--- src/rtl/urst_pkg.sv ---
`timescale 1ns/1ps
// Package: shared constants and the mode record for the user reset controller.
// Assumes a 32-bit register bus; bit positions are fixed by the register layout.
package urst_pkg;
    localparam int          ERSTL_W    = 4;
    localparam int          KEY_LSB    = 24;
    localparam int          KEY_W      = 8;
    localparam logic [7:0]  KEY_VALUE  = 8'hA5;
    localparam int          EN_BIT     = 0;
    localparam int          IEN_BIT    = 4;
    localparam int          LEN_LSB    = 8;
    localparam int          MODE_IDX   = 0;
    localparam int          STAT_IDX   = 1;

    typedef struct packed {
        logic [ERSTL_W-1:0] len;
        logic               irq_en;
        logic               rst_en;
    } mode_t;
endpackage

--- src/rtl/urst_sync.sv ---
`timescale 1ns/1ps
// Module: multi-stage synchroniser for one asynchronous active-low level.
// Assumes the input is a slow level; flops reset to the inactive (high) level.
module urst_sync #(
    parameter int STAGES = 2
) (
    input  logic clk,
    input  logic rst_n,
    input  logic d_async,
    output logic q_sync
);
    logic [STAGES-1:0] chain;

    // Shift the pin level through the chain; stage 0 samples the raw input.
    always_ff @(posedge clk) begin
        if (!rst_n) chain <= '1;
        else        chain <= {chain[STAGES-2:0], d_async};
    end

    assign q_sync = chain[STAGES-1];
endmodule

--- src/rtl/urst_regs.sv ---
`timescale 1ns/1ps
// Module: key-checked mode register and clear-on-read status bit.
// Assumes single-cycle write/read strobes; read data is combinational.
module urst_regs
    import urst_pkg::*;
#(
    parameter int DATA_W = 32,
    parameter int ADDR_W = 2
) (
    input  logic              clk,
    input  logic              rst_n,
    input  logic              wr,
    input  logic              rd,
    input  logic [ADDR_W-1:0] addr,
    input  logic [DATA_W-1:0] wdata,
    output logic [DATA_W-1:0] rdata,
    input  logic              fall_evt,
    output mode_t             mode,
    output logic              status
);
    localparam logic [ADDR_W-1:0] A_MODE = ADDR_W'(MODE_IDX);
    localparam logic [ADDR_W-1:0] A_STAT = ADDR_W'(STAT_IDX);

    logic key_ok;
    logic mode_wr;
    logic stat_rd;

    assign key_ok  = (wdata[KEY_LSB +: KEY_W] == KEY_VALUE);
    assign mode_wr = wr && (addr == A_MODE) && key_ok;
    assign stat_rd = rd && (addr == A_STAT);

    // Mode register: loads only on a write that carries the password.
    always_ff @(posedge clk) begin
        if (!rst_n) begin
            mode <= '0;
        end else if (mode_wr) begin
            mode.len    <= wdata[LEN_LSB +: ERSTL_W];
            mode.irq_en <= wdata[IEN_BIT];
            mode.rst_en <= wdata[EN_BIT];
        end
    end

    // Status bit: set on a pin fall while resets are disabled; a set beats a clear.
    always_ff @(posedge clk) begin
        if (!rst_n)                        status <= 1'b0;
        else if (fall_evt && !mode.rst_en) status <= 1'b1;
        else if (stat_rd)                  status <= 1'b0;
    end

    // Read mux: the key byte and unused bits always read back as zero.
    always_comb begin
        rdata = '0;
        if (addr == A_MODE) begin
            rdata[LEN_LSB +: ERSTL_W] = mode.len;
            rdata[IEN_BIT]            = mode.irq_en;
            rdata[EN_BIT]             = mode.rst_en;
        end else if (addr == A_STAT) begin
            rdata[0] = status;
        end
    end
endmodule

--- src/rtl/urst_pulse.sv ---
`timescale 1ns/1ps
// Module: reset pulse stretcher with a power-of-two length.
// Assumes pin_hi is already synchronised; the length is sampled when the pulse starts.
module urst_pulse #(
    parameter int LEN_W = 4
) (
    input  logic             clk,
    input  logic             rst_n,
    input  logic             enable,
    input  logic             pin_hi,
    input  logic [LEN_W-1:0] len,
    output logic             rst_out_n
);
    localparam int CNT_W = (1 << LEN_W) + 1;

    logic             busy;
    logic [CNT_W-1:0] cnt;
    logic [CNT_W-1:0] load_val;

    // Load value 2^(len+1)-1, built as a right-shifted mask of ones.
    assign load_val = {CNT_W{1'b1}} >> (CNT_W - 1 - int'(len));

    // Start on a low pin; count down; release once at zero and the pin is high.
    always_ff @(posedge clk) begin
        if (!rst_n) begin
            busy <= 1'b0;
            cnt  <= '0;
        end else if (!busy) begin
            if (enable && !pin_hi) begin
                busy <= 1'b1;
                cnt  <= load_val;
            end
        end else if (cnt != '0) begin
            cnt <= cnt - 1'b1;
        end else if (pin_hi) begin
            busy <= 1'b0;
        end
    end

    assign rst_out_n = ~busy;
endmodule

--- src/rtl/urst_ctrl.sv ---
`timescale 1ns/1ps
// Module: top of the key-protected user reset controller.
// Links the pin synchroniser, the register file and the pulse stretcher,
// and gates the interrupt. Assumes every input is on, or synchronised to, clk.
module urst_ctrl
    import urst_pkg::*;
#(
    parameter int DATA_W      = 32,
    parameter int ADDR_W      = 2,
    parameter int SYNC_STAGES = 2
) (
    input  logic              clk,
    input  logic              rst_n,
    input  logic              bus_wr,
    input  logic              bus_rd,
    input  logic [ADDR_W-1:0] bus_addr,
    input  logic [DATA_W-1:0] bus_wdata,
    output logic [DATA_W-1:0] bus_rdata,
    input  logic              pin_rst_n,
    output logic              user_rst_n,
    output logic              irq
);
    logic  pin_s;
    logic  pin_s_d;
    logic  fall_evt;
    logic  status;
    mode_t mode_q;

    urst_sync #(.STAGES(SYNC_STAGES)) i_sync (
        .clk     (clk),
        .rst_n   (rst_n),
        .d_async (pin_rst_n),
        .q_sync  (pin_s)
    );

    // Keep the previous synchronised level so a high-to-low step can be found.
    always_ff @(posedge clk) begin
        if (!rst_n) pin_s_d <= 1'b1;
        else        pin_s_d <= pin_s;
    end

    assign fall_evt = pin_s_d && !pin_s;

    urst_regs #(.DATA_W(DATA_W), .ADDR_W(ADDR_W)) i_regs (
        .clk      (clk),
        .rst_n    (rst_n),
        .wr       (bus_wr),
        .rd       (bus_rd),
        .addr     (bus_addr),
        .wdata    (bus_wdata),
        .rdata    (bus_rdata),
        .fall_evt (fall_evt),
        .mode     (mode_q),
        .status   (status)
    );

    urst_pulse #(.LEN_W(ERSTL_W)) i_pulse (
        .clk       (clk),
        .rst_n     (rst_n),
        .enable    (mode_q.rst_en),
        .pin_hi    (pin_s),
        .len       (mode_q.len),
        .rst_out_n (user_rst_n)
    );

    // Interrupt only while the pin is not allowed to reset.
    assign irq = status && mode_q.irq_en && !mode_q.rst_en;
endmodule

--- config.mk ---
export PLATFORM = sky130hd
export DESIGN_NAME = urst_ctrl
export DESIGN_NICKNAME = d
export VERILOG_FILES = /design/src/rtl/urst_pkg.sv /design/src/rtl/urst_sync.sv /design/src/rtl/urst_regs.sv /design/src/rtl/urst_pulse.sv /design/src/rtl/urst_ctrl.sv
export SDC_FILE = /design/constraint.sdc
export NUM_CORES = 1
export LEC_CHECK = 0
export BUFFER_PORTS_ARGS = -buffer_cell sky130_fd_sc_hd__buf_2
export CORE_MARGIN = 2
export CORE_UTILIZATION = 49
export DETAILED_ROUTE_END_ITERATION = 8
export GPL_TIMING_DRIVEN = 0
export PLACE_DENSITY = 0.87
export SYNTH_ARGS = -nofsm -noshare
export SYNTH_HDL_FRONTEND = slang
export SYNTH_SLANG_ARGS = --single-unit
--- constraint.sdc ---
create_clock -name clk -period 2.3 [get_ports clk]
set_clock_uncertainty 0.15 [all_clocks]
set_input_delay 0.345 -clock clk [delete_from_list [all_inputs] [get_ports clk]]
set_output_delay 0.345 -clock clk [all_outputs]
set_load 0.005 [all_outputs]
Word level (Yosys, flattened, before mapping)
Cells that the tools add are included.
{ "word_totals": {"mem_bits_ro": 0, "ramBits": 0, "latch_bits": 0, "memories": 0, "wordCells": 43, "regBits": 28} }
{ "classes": {"muxes": 13, "div": 0, "mul": 0, "bitwise_logic": 1, "addsub": 2, "eq_ne": 3, "shifts": 1, "n_lt_le_gt_ge": 0, "n_reduce_logical": 15} }
{ "ops": {"columns": ["op", "n"], "rows": [
  ["2-to-1 mux 17 bit", 3],
  [">> shifter 17 x 32 -> 17 bit (first input constant)", 1],
  ["nonzero test 17 bit", 1],
  ["subtractor 17 x 1 -> 17 bit (second input constant)", 1],
  ["2-to-1 mux 1 bit", 9],
  ["== test 8 bit (second input constant)", 1],
  ["logical AND 1 bit", 8],
  ["subtractor 5 x 4 -> 6 bit (first input constant)", 1],
  ["2-to-1 mux 4 bit", 1],
  ["nonzero test 2 bit", 2],
  ["== test 2 x 1 -> 1 bit (second input constant)", 1],
  ["zero test 1 bit", 2],
  ["zero test 2 bit", 1],
  ["inequality test 2 bit (second input constant)", 1],
  ["AND reduction 2 bit", 1],
  ["NOT 1 bit", 1]
]} }

Longest topological paths before layout
Gate-level depths: netlist of run 1.
{ "depth": {"ltp_word": 4, "mapped_depth": 8} }

By module
Synthesis of run 1 repeated with hierarchy kept, for this count alone.
{ "hier_totals": {"hier_cells": 245, "area_unflattened_um2": 1914.3} }
{ "by_module_without_submodules": {"columns": ["module", "area_per_inst_um2", "cells_each", "instances", "seq_area_each_um2"], "rows": [
  ["urst_pulse", 1253.7, 167, 1, 360.3],
  ["urst_regs", 566.8, 70, 1, 140.1],
  ["urst_sync", 52.6, 4, 1, 40.0],
  ["urst_ctrl", 41.3, 4, 1, 20.0]
]} }

Least setup slack after synthesis of run 1
Ideal clock, no wire load.
{ "synth_timing": {"path_type": "register -> register", "start": "reg i_pulse.cnt[0]", "end": "reg i_pulse.cnt[2]", "t_arrival_ps": 1737, "period_less_slack_ps": 2005, "stages_incl_launch_ff": 8, "slack_ps": 295, "required_ps": 2033, "cell_sequence": "dfxtp_1 inv_1 ha_1 or4b_4 nor3_2 a21oi_2 buf_2 a32o_1"} }
{ "synth_between": {"elab_chain_len": 3} }
{ "synth_lines": {"columns": ["item", "line_no", "source"], "rows": [
  ["start, declared", "urst_pulse.sv:17", "logic [CNT_W-1:0] cnt;"],
  ["start signal, assigned", "urst_pulse.sv:31", "cnt <= load_val;"],
  ["start signal, assigned", "urst_pulse.sv:34", "cnt <= cnt - 1'b1;"],
  ["subtractor 17 x 1 -> 17 bit or nonzero test 17 bit (tied branches)", "urst_pulse.sv:34, urst_pulse.sv:33", null],
  ["2-to-1 mux 17 bit or inequality test 2 bit (tied branches)", null, null],
  ["2-to-1 mux 17 bit or AND reduction 2 bit (tied branches)", null, null]
]} }
Several ways; a longest one is shown, not always the timed one. The select of a mux whose other input is x is not followed.
A chain may end at the register's enable or synchronous reset.

Worst setup path in the final report of run 1
{ "layout_timing": {"start": "reg i_pulse.cnt[0]", "end": "reg i_pulse.busy"} }
{ "layout_between": {"elab_chain_len": 3} }
{ "layout_lines": {"columns": ["item", "line_no", "source"], "rows": [
  ["nonzero test 17 bit", "urst_pulse.sv:33", "end else if (cnt != '0) begin"],
  ["2-to-1 mux 1 bit", "urst_pulse.sv:33", null],
  ["2-to-1 mux 1 bit", "urst_pulse.sv:28", "end else if (!busy) begin"],
  ["end signal, assigned", "urst_pulse.sv:26", "busy <= 1'b0;"],
  ["end signal, assigned", "urst_pulse.sv:30", "busy <= 1'b1;"],
  ["end signal, assigned", "urst_pulse.sv:36", "busy <= 1'b0;"],
  ["end, declared", "urst_pulse.sv:16", "logic busy;"]
]} }
No other way between the ends.

==> results of run 1 <==
## worst max-delay path, cell delays in order (launching register included)
cell,delay [ns]
sky130_fd_sc_hd__dfxtp_1,0.37
sky130_fd_sc_hd__inv_1,0.07
sky130_fd_sc_hd__ha_2,0.20
sky130_fd_sc_hd__or4b_4,0.52
sky130_fd_sc_hd__nor3_4,0.24
sky130_fd_sc_hd__a21o_2,0.21
sky130_fd_sc_hd__buf_6,0.15
sky130_fd_sc_hd__o21ai_1,0.07
sky130_fd_sc_hd__and2_1,0.16
## flip-flops by register name, indices dropped and copies added, names as in the netlist
signal,cells
i_pulse.busy,1
i_regs.mode,6
pin_s_d,1
i_pulse.cnt,17
i_sync.chain,2
i_regs.status,1
## stage by stage
stage                     instance area [sq um]  utilization, %  setup WS (ns)  hold slack [ns]
final                                      2350            63.2         0.0533           0.0946
after global routing                       2350            63.2       -0.00345           0.0964
after CTS                                  2290            61.6         0.0288            0.103
after detailed placement                   2220            59.7         0.0379            0.252
after global placement                     2220            59.7         0.0555            0.243
after floorplan                            2020               -          0.295            0.236
## routing by layer
metal	up-vias	global-route usage, %	routed length [um]
met1	862	30.5	2030
li1	947	-	-
met3	22	2.70	506
met4	0	11.2	175
met5	-	0	0
met2	109	37.5	2300
## final cells by class
cell class / instances / area [sq um]
fill: 329 / 1370
inverter: 8 / 30.0
tap: 48 / 60.1
clock buffer: 3 / 41.3
clock inverter: 1 / 30.0
buffer: 37 / 248
multi-input combinational: 193 / 1220
timing repair buffer: 30 / 158
sequential: 28 / 561
## power groups by stage
stage	registers [W]	clock network, W	logic [W]
after floorplan	0.000500	0	0.0000577
after global placement	0.000501	0	0.0000810
after detailed placement	0.000501	0	0.0000818
after CTS	0.000490	0.000395	0.0000823
after global routing	0.000490	0.000410	0.0000936
final	0.000490	0.000393	0.0000843
## placed cells by master (no fill, tap or decap), types with 3 or more instances in the layout
cell type                   synthesis  routed
sky130_fd_sc_hd__dfxtp_1           28      28
sky130_fd_sc_hd__conb_1             1      26
sky130_fd_sc_hd__a21boi_1           3       3
sky130_fd_sc_hd__mux2i_1            7       7
sky130_fd_sc_hd__o31ai_1            3       3
sky130_fd_sc_hd__a21oi_1           10      10
sky130_fd_sc_hd__nand3_1           10      10
sky130_fd_sc_hd__inv_1              7       7
sky130_fd_sc_hd__o21ai_1            6       6
sky130_fd_sc_hd__nand2_1           21      21
sky130_fd_sc_hd__nor3_1            11      11
sky130_fd_sc_hd__clkbuf_8           0       3
sky130_fd_sc_hd__clkbuf_1           7       7
sky130_fd_sc_hd__o2bb2ai_1          3       3
sky130_fd_sc_hd__o21ai_0            7       7
sky130_fd_sc_hd__nand4_1            4       4
sky130_fd_sc_hd__nor2b_1            7       7
sky130_fd_sc_hd__buf_2              1      27
sky130_fd_sc_hd__a32o_1             4       4
sky130_fd_sc_hd__ha_1               4       3
sky130_fd_sc_hd__o311a_1            3       3
sky130_fd_sc_hd__nand2b_1           4       4
sky130_fd_sc_hd__buf_4             27      30
sky130_fd_sc_hd__nor2_1            16      16
sky130_fd_sc_hd__and2_1             5       5
## repair_timing
action	CTS	global route
endpoints found under the hold margin	0	0
endpoints found under the setup margin	0	14
setup buffers	0	3
gates resized for setup	0	8
## cells by family (layout without fill, tap and decap cells)
kind of cell             after synthesis  in the layout  share of synthesized area, %
multiplexers                           7              7                          3.63
flip-flops                            28             28                          29.1
buffers and inverters                 45             79                          14.1
XOR/XNOR                               2              2                         0.908
AO/OA/AOI/OAI                         58             58                          22.1
AND/OR/NAND/NOR                       96             96                          27.5
other                                  1             26                         0.194
adder cells (fa/ha/maj)                4              4                          2.59
## how the worst min path moves through the flow
stage                                           from  slack (ns)                          to
after floorplan           i_sync.chain[0]$_SDFF_PN1_        0.24  i_sync.chain[1]$_SDFF_PN1_
after global placement    i_sync.chain[0]$_SDFF_PN1_        0.24  i_sync.chain[1]$_SDFF_PN1_
after detailed placement  i_sync.chain[0]$_SDFF_PN1_        0.25  i_sync.chain[1]$_SDFF_PN1_
after CTS                                  pin_rst_n        0.10  i_sync.chain[0]$_SDFF_PN1_
after global routing                       pin_rst_n         0.1  i_sync.chain[0]$_SDFF_PN1_
final                                      pin_rst_n        0.09  i_sync.chain[0]$_SDFF_PN1_
==> impl_metrics.ini, run 1 <==
[setup_path]
r2r-start = i_pulse.cnt[0]$_SDFFE_PN0P_
crit_start = i_pulse.cnt[0]$_SDFFE_PN0P_
r2r_slack_ns = 0.05
critical_path_arrival_ns = 2.28
critical_path_peak_fanout = 10
cp-start-kind = register
critPathCaptureType = register
critical_path_required_ns = 2.33
r2r.worst_path.cells = 8
crit_path_end = i_pulse.busy$_SDFF_PN0_
worst-setup-path-type = reg2reg
worstReg2RegEnd = i_pulse.busy$_SDFF_PN0_

[logic_synthesis]
synth_most_common_cell = sky130_fd_sc_hd__dfxtp_1
synthesis.instances = 241
avgSynthCellArea_sq_um = 8.01
synth-edff-count = 0
yosys-top-cells-area = sky130_fd_sc_hd__dfxtp_1 29%, sky130_fd_sc_hd__buf_4 11%, sky130_fd_sc_hd__nand2_1 4.1%
synthArstFlopShare_pct = 0
area_share_of_the_largest_cell_type_after_synthesis_pct = 29.1
mappedNetlistArea_sq_um = 1930
synth_top_flop_cell = sky130_fd_sc_hd__dfxtp_1
netlist_top_cells_count = 28 x sky130_fd_sc_hd__dfxtp_1, 27 x sky130_fd_sc_hd__buf_4, 21 x sky130_fd_sc_hd__nand2_1
yosys_warnings = 0
synth_seq_area_share_pct = 29.1
synth_cell_type_count = 57
synth.ff_latch_count = 28
synth_top_area_cell = sky130_fd_sc_hd__dfxtp_1

[sta]
period_minus_slack_ns = 2.25
maxSlewHeadroom_pct = 62.9
hold_violations = 0
tightest_slew_ns = 0.551
fin_crit_sh_pct = 97.7
maxClockFrequency_mhz = 445
fin_setup_tns_ns = 0
slew_violations = 0
finalSetupViolations = 0

[die]
ios = 73
dieWidth_um = 66.8
floorplan.core_area_sq_um = 3720
floorplan.initialDensity_pct = 51.9
placement_rows = 22
design.die.area_sq_um = 4460
die_h_um = 66.8

[placement]
dp_cells = 341
detailedPlacementHpwl_um = 3660
port_buffers = 27
place.gp.congestion = 0.959

[finish]
final_layout_size_suffix_gt1_share_pct = 25.3
num_antenna_cells = 0
post_layout_net_count = 344
stdcell_count = 348
area_growth_pct = 21.7

[power]
p_int_w = 0.000768
cellLeakagePower_nw = 1.11
post-layout-total-power_w = 0.000967
power_per_cell_area_nw_per_um2 = 412
netSwitchingPower_w = 0.000199
switching_part_of_the_total_pct = 20.6
vdd.ir_drop.worst_uv = 341
share_comb_of_total_power_pct = 8.7
power_frac_seq_pct = 50.6
clockPowerShare_pct = 40.7

[clocking]
numClockSinks = 28
cts-root-to-sink-buffers = 2
clock-root-buffer = sky130_fd_sc_hd__clkbuf_8
tritoncts_clock_tree = yes
cts_made_buffers = 3
cts_max_level = 1
post_cts_hold_buffer_count = 0
worst_skew_pair.late_latency_ns = 0.28
cts.reportedPaths.clkPinSlew_ns = 0.10

[routing]
drtIter0Drc = 94
first_pass_iters = 5
route.final.wire_length_um = 5010
dr_wl_cell_um = 14.4
postRouteAntennaNets = 0
route.detailed.drc = 0
post_drt_via_cell_ratio = 5.57
dr_total_vias = 1940

[global_routing]
grt_max_degree = 17
grt_pass1_vias = 1780
antenna_found_initial = 0
groute.usage.overall_pct = 23.2
first_pass_grt_wire_length_um = 8050
overflow = 0

[hold_path]
timing.hold.worst.class = in2reg
hold_depth = 2

[flow_run]
timing.max_cap.violations = 0

[status]
run_status = complete, no violations
No activity file was read; power rests on OpenSTA's default activity.
==> run 2: changes to the inputs <==
--- a/config.mk
+++ b/config.mk
@@ -6,8 +6,10 @@
 export NUM_CORES = 1
 export LEC_CHECK = 0
 export BUFFER_PORTS_ARGS = -buffer_cell sky130_fd_sc_hd__buf_2
+export CELL_PAD_IN_SITES_DETAIL_PLACEMENT = 0
+export CELL_PAD_IN_SITES_GLOBAL_PLACEMENT = 1
 export CORE_MARGIN = 2
-export CORE_UTILIZATION = 49
+export CORE_UTILIZATION = 35
 export DETAILED_ROUTE_END_ITERATION = 8
 export GPL_TIMING_DRIVEN = 0
 export PLACE_DENSITY = 0.87
==> run 2 against run 1 <==
  * Count of clock-buffer cells in the layout increased by 1
  * Total power down 8.2%
  * Non-clock buffer count fell by 1
  * Combinational power barely moved
  * Maximum frequency increased by 2.5%
  * Worst hold slack got worse by 0.0020 ns
  * Register-to-register slack improved by 0.05 ns
  * Critical path type unchanged
  * Utilization fell by 20 points
==> impl_metrics.ini, run 2 (synthesized netlist as in run 1, its figures left out) <==
[setup_path]
r2r.worst_path.cells = 8
crit_chain = inv_1 > ha_1 > or4b_4 > nor3_4 > a21o_2 > buf_6 > o21ai_1 > and2_1
critical_path_arrival_ns = 2.22
r2r_slack_ns = 0.11
critical_path_required_ns = 2.33
critPathCaptureType = register
r2r-start = i_pulse.cnt[0]$_SDFFE_PN0P_
critPathBufInv = 2
crit_family = simple AND/OR/NAND/NOR gates
cp-start-kind = register
worst-setup-path-type = reg2reg
delay_contributed_by_the_slowest_stage_of_the_critical_path_ns = 0.52
critical_path_peak_fanout = 10
worstReg2RegEnd = i_pulse.busy$_SDFF_PN0_
critPathSlowestCell = sky130_fd_sc_hd__or4b_4

[finish]
area_growth_pct = 22.0
final_cell_mix = 29 x sky130_fd_sc_hd__buf_4, 27 x sky130_fd_sc_hd__dfxtp_1, 27 x sky130_fd_sc_hd__buf_2, 26 x sky130_fd_sc_hd__conb_1, 21 x sky130_fd_sc_hd__nand2_1
finalInstanceArea_sq_um = 2350
stdcell_count = 371
most_common_library_cell_in_the_layout_ignoring_fill_and_taps = sky130_fd_sc_hd__buf_4
largest_registers = i_pulse.cnt x17, i_regs.mode x6, i_sync.chain x2
top_register = i_pulse.cnt
post_layout_net_count = 343
final_layout_size_suffix_gt1_share_pct = 25.1
num_antenna_cells = 0
postLayoutCoreUtil_pct = 43.5
largest_reg_flops = 17

[routing]
dr_total_vias = 1869
drtIter0Drc = 133
route.detailed.drc = 0
postRouteAntennaNets = 0
dr_wl_cell_um = 13.5
post_drt_via_cell_ratio = 5.04
first_pass_iters = 4
route.final.wire_length_um = 5030

[status]
run_status = complete, no violations

[global_routing]
groute.usage.overall_pct = 16.9
overflow = 0
first_pass_grt_wire_length_um = 8210
antenna_found_initial = 0
grt_pass1_vias = 1636
grt_max_degree = 16

[sta]
fin_crit_sh_pct = 95.3
period_minus_slack_ns = 2.19
finalSetupViolations = 0
tightest_slew_ns = 0.580
fin_setup_tns_ns = 0
grt_setup_unrepaired = no
maxSlewHeadroom_pct = 61.2
slew_violations = 0
hold_violations = 0
maxClockFrequency_mhz = 456

[placement]
detailedPlacementHpwl_um = 3830
place.gp.congestion = 0.938
port_buffers = 27
dp_cells = 365
dpl-instance-area_sq_um = 2250

[clocking]
cts.reportedPaths.clkPinSlew_ns = 0.09
clock-root-buffer = sky130_fd_sc_hd__clkbuf_8
cts_max_level = 1
numClockSinks = 28
cts-root-to-sink-buffers = 2
cts_made_buffers = 3
tritoncts_clock_tree = yes
post_cts_hold_buffer_count = 0
worst_skew_pair.late_latency_ns = 0.28

[die]
ios = 73
floorplan.core_area_sq_um = 5410
die_h_um = 78.2
dieWidth_um = 78.2
floorplan.initialDensity_pct = 35.7
design.die.area_sq_um = 6120
placement_rows = 27

[hold_path]
timing.hold.worst.class = in2reg
hold_depth = 2
min-delay-start = pin_rst_n
hold-path-endpoint = i_sync.chain[0]$_SDFF_PN1_

[power]
cellLeakagePower_nw = 1.10
vdd.ir_drop.worst_uv = 225
post-layout-total-power_w = 0.000888
power_per_cell_area_nw_per_um2 = 377

[flow_run]
timing.max_cap.violations = 0
## run 2: area by class of cell
type | count | area, sq um
Fill cell | 569 | 3050
Multi-Input combinational cell | 193 | 1220
Sequential cell | 28 | 562
Buffer | 37 | 248
Timing Repair Buffer | 29 | 150
Tap cell | 72 | 90.1
Clock buffer | 4 | 55.1
Inverter | 8 | 30.0
## run 2: worst max path at each step
stage / slack, ns / end / startpoint / cells past startpoint
2_1_floorplan: 0.30 / i_pulse.cnt[2]$_SDFFE_PN0P_ / i_pulse.cnt[0]$_SDFFE_PN0P_ / 7
3_3_place_gp: 0.02 / i_pulse.busy$_SDFF_PN0_ / i_pulse.cnt[0]$_SDFFE_PN0P_ / 8
3_5_place_dp: 0.009 / i_pulse.busy$_SDFF_PN0_ / i_pulse.cnt[0]$_SDFFE_PN0P_ / 8
4_1_cts: 0.03 / i_pulse.busy$_SDFF_PN0_ / i_pulse.cnt[0]$_SDFFE_PN0P_ / 8
5_1_grt: 0.009 / i_pulse.cnt[3]$_SDFFE_PN0P_ / i_regs.mode[2]$_SDFFE_PN0P_ / 7
6_report: 0.11 / i_pulse.busy$_SDFF_PN0_ / i_pulse.cnt[0]$_SDFFE_PN0P_ / 8
## run 2: routing by layer
metal  vias up  global-route usage (%)  part of all wire, %
met1       864                    22.6                   44
met3         5                    1.84                  5.5
met2        61                    29.0                   49
met5         -                       0                    0
li1        939                       -                    -
met4         0                    4.74                  1.2
## run 2: timing repair
item | 4_1_cts | 5_1_grt
setup endpoints to repair | 1 | 11
pin swaps | 0 | 2
setup buffers | 0 | 2
resized for setup | 1 | 8
## run 2: power by group
part | leakage (nW) | internal, W | switching, W
sequential | 0.227 | 0.000487 | 0.00000179
clock | 0.0288 | 0.000154 | 0.000161
combinational | 0.842 | 0.0000475 | 0.0000368
## run 2: stage by stage
step           hold WS, ns  setup WS (ns)
6_report            0.0926          0.108
2_1_floorplan        0.236          0.295
3_5_place_dp         0.257        0.00868
5_1_grt             0.0958        0.00858
3_3_place_gp         0.255         0.0204
4_1_cts             0.0910         0.0342
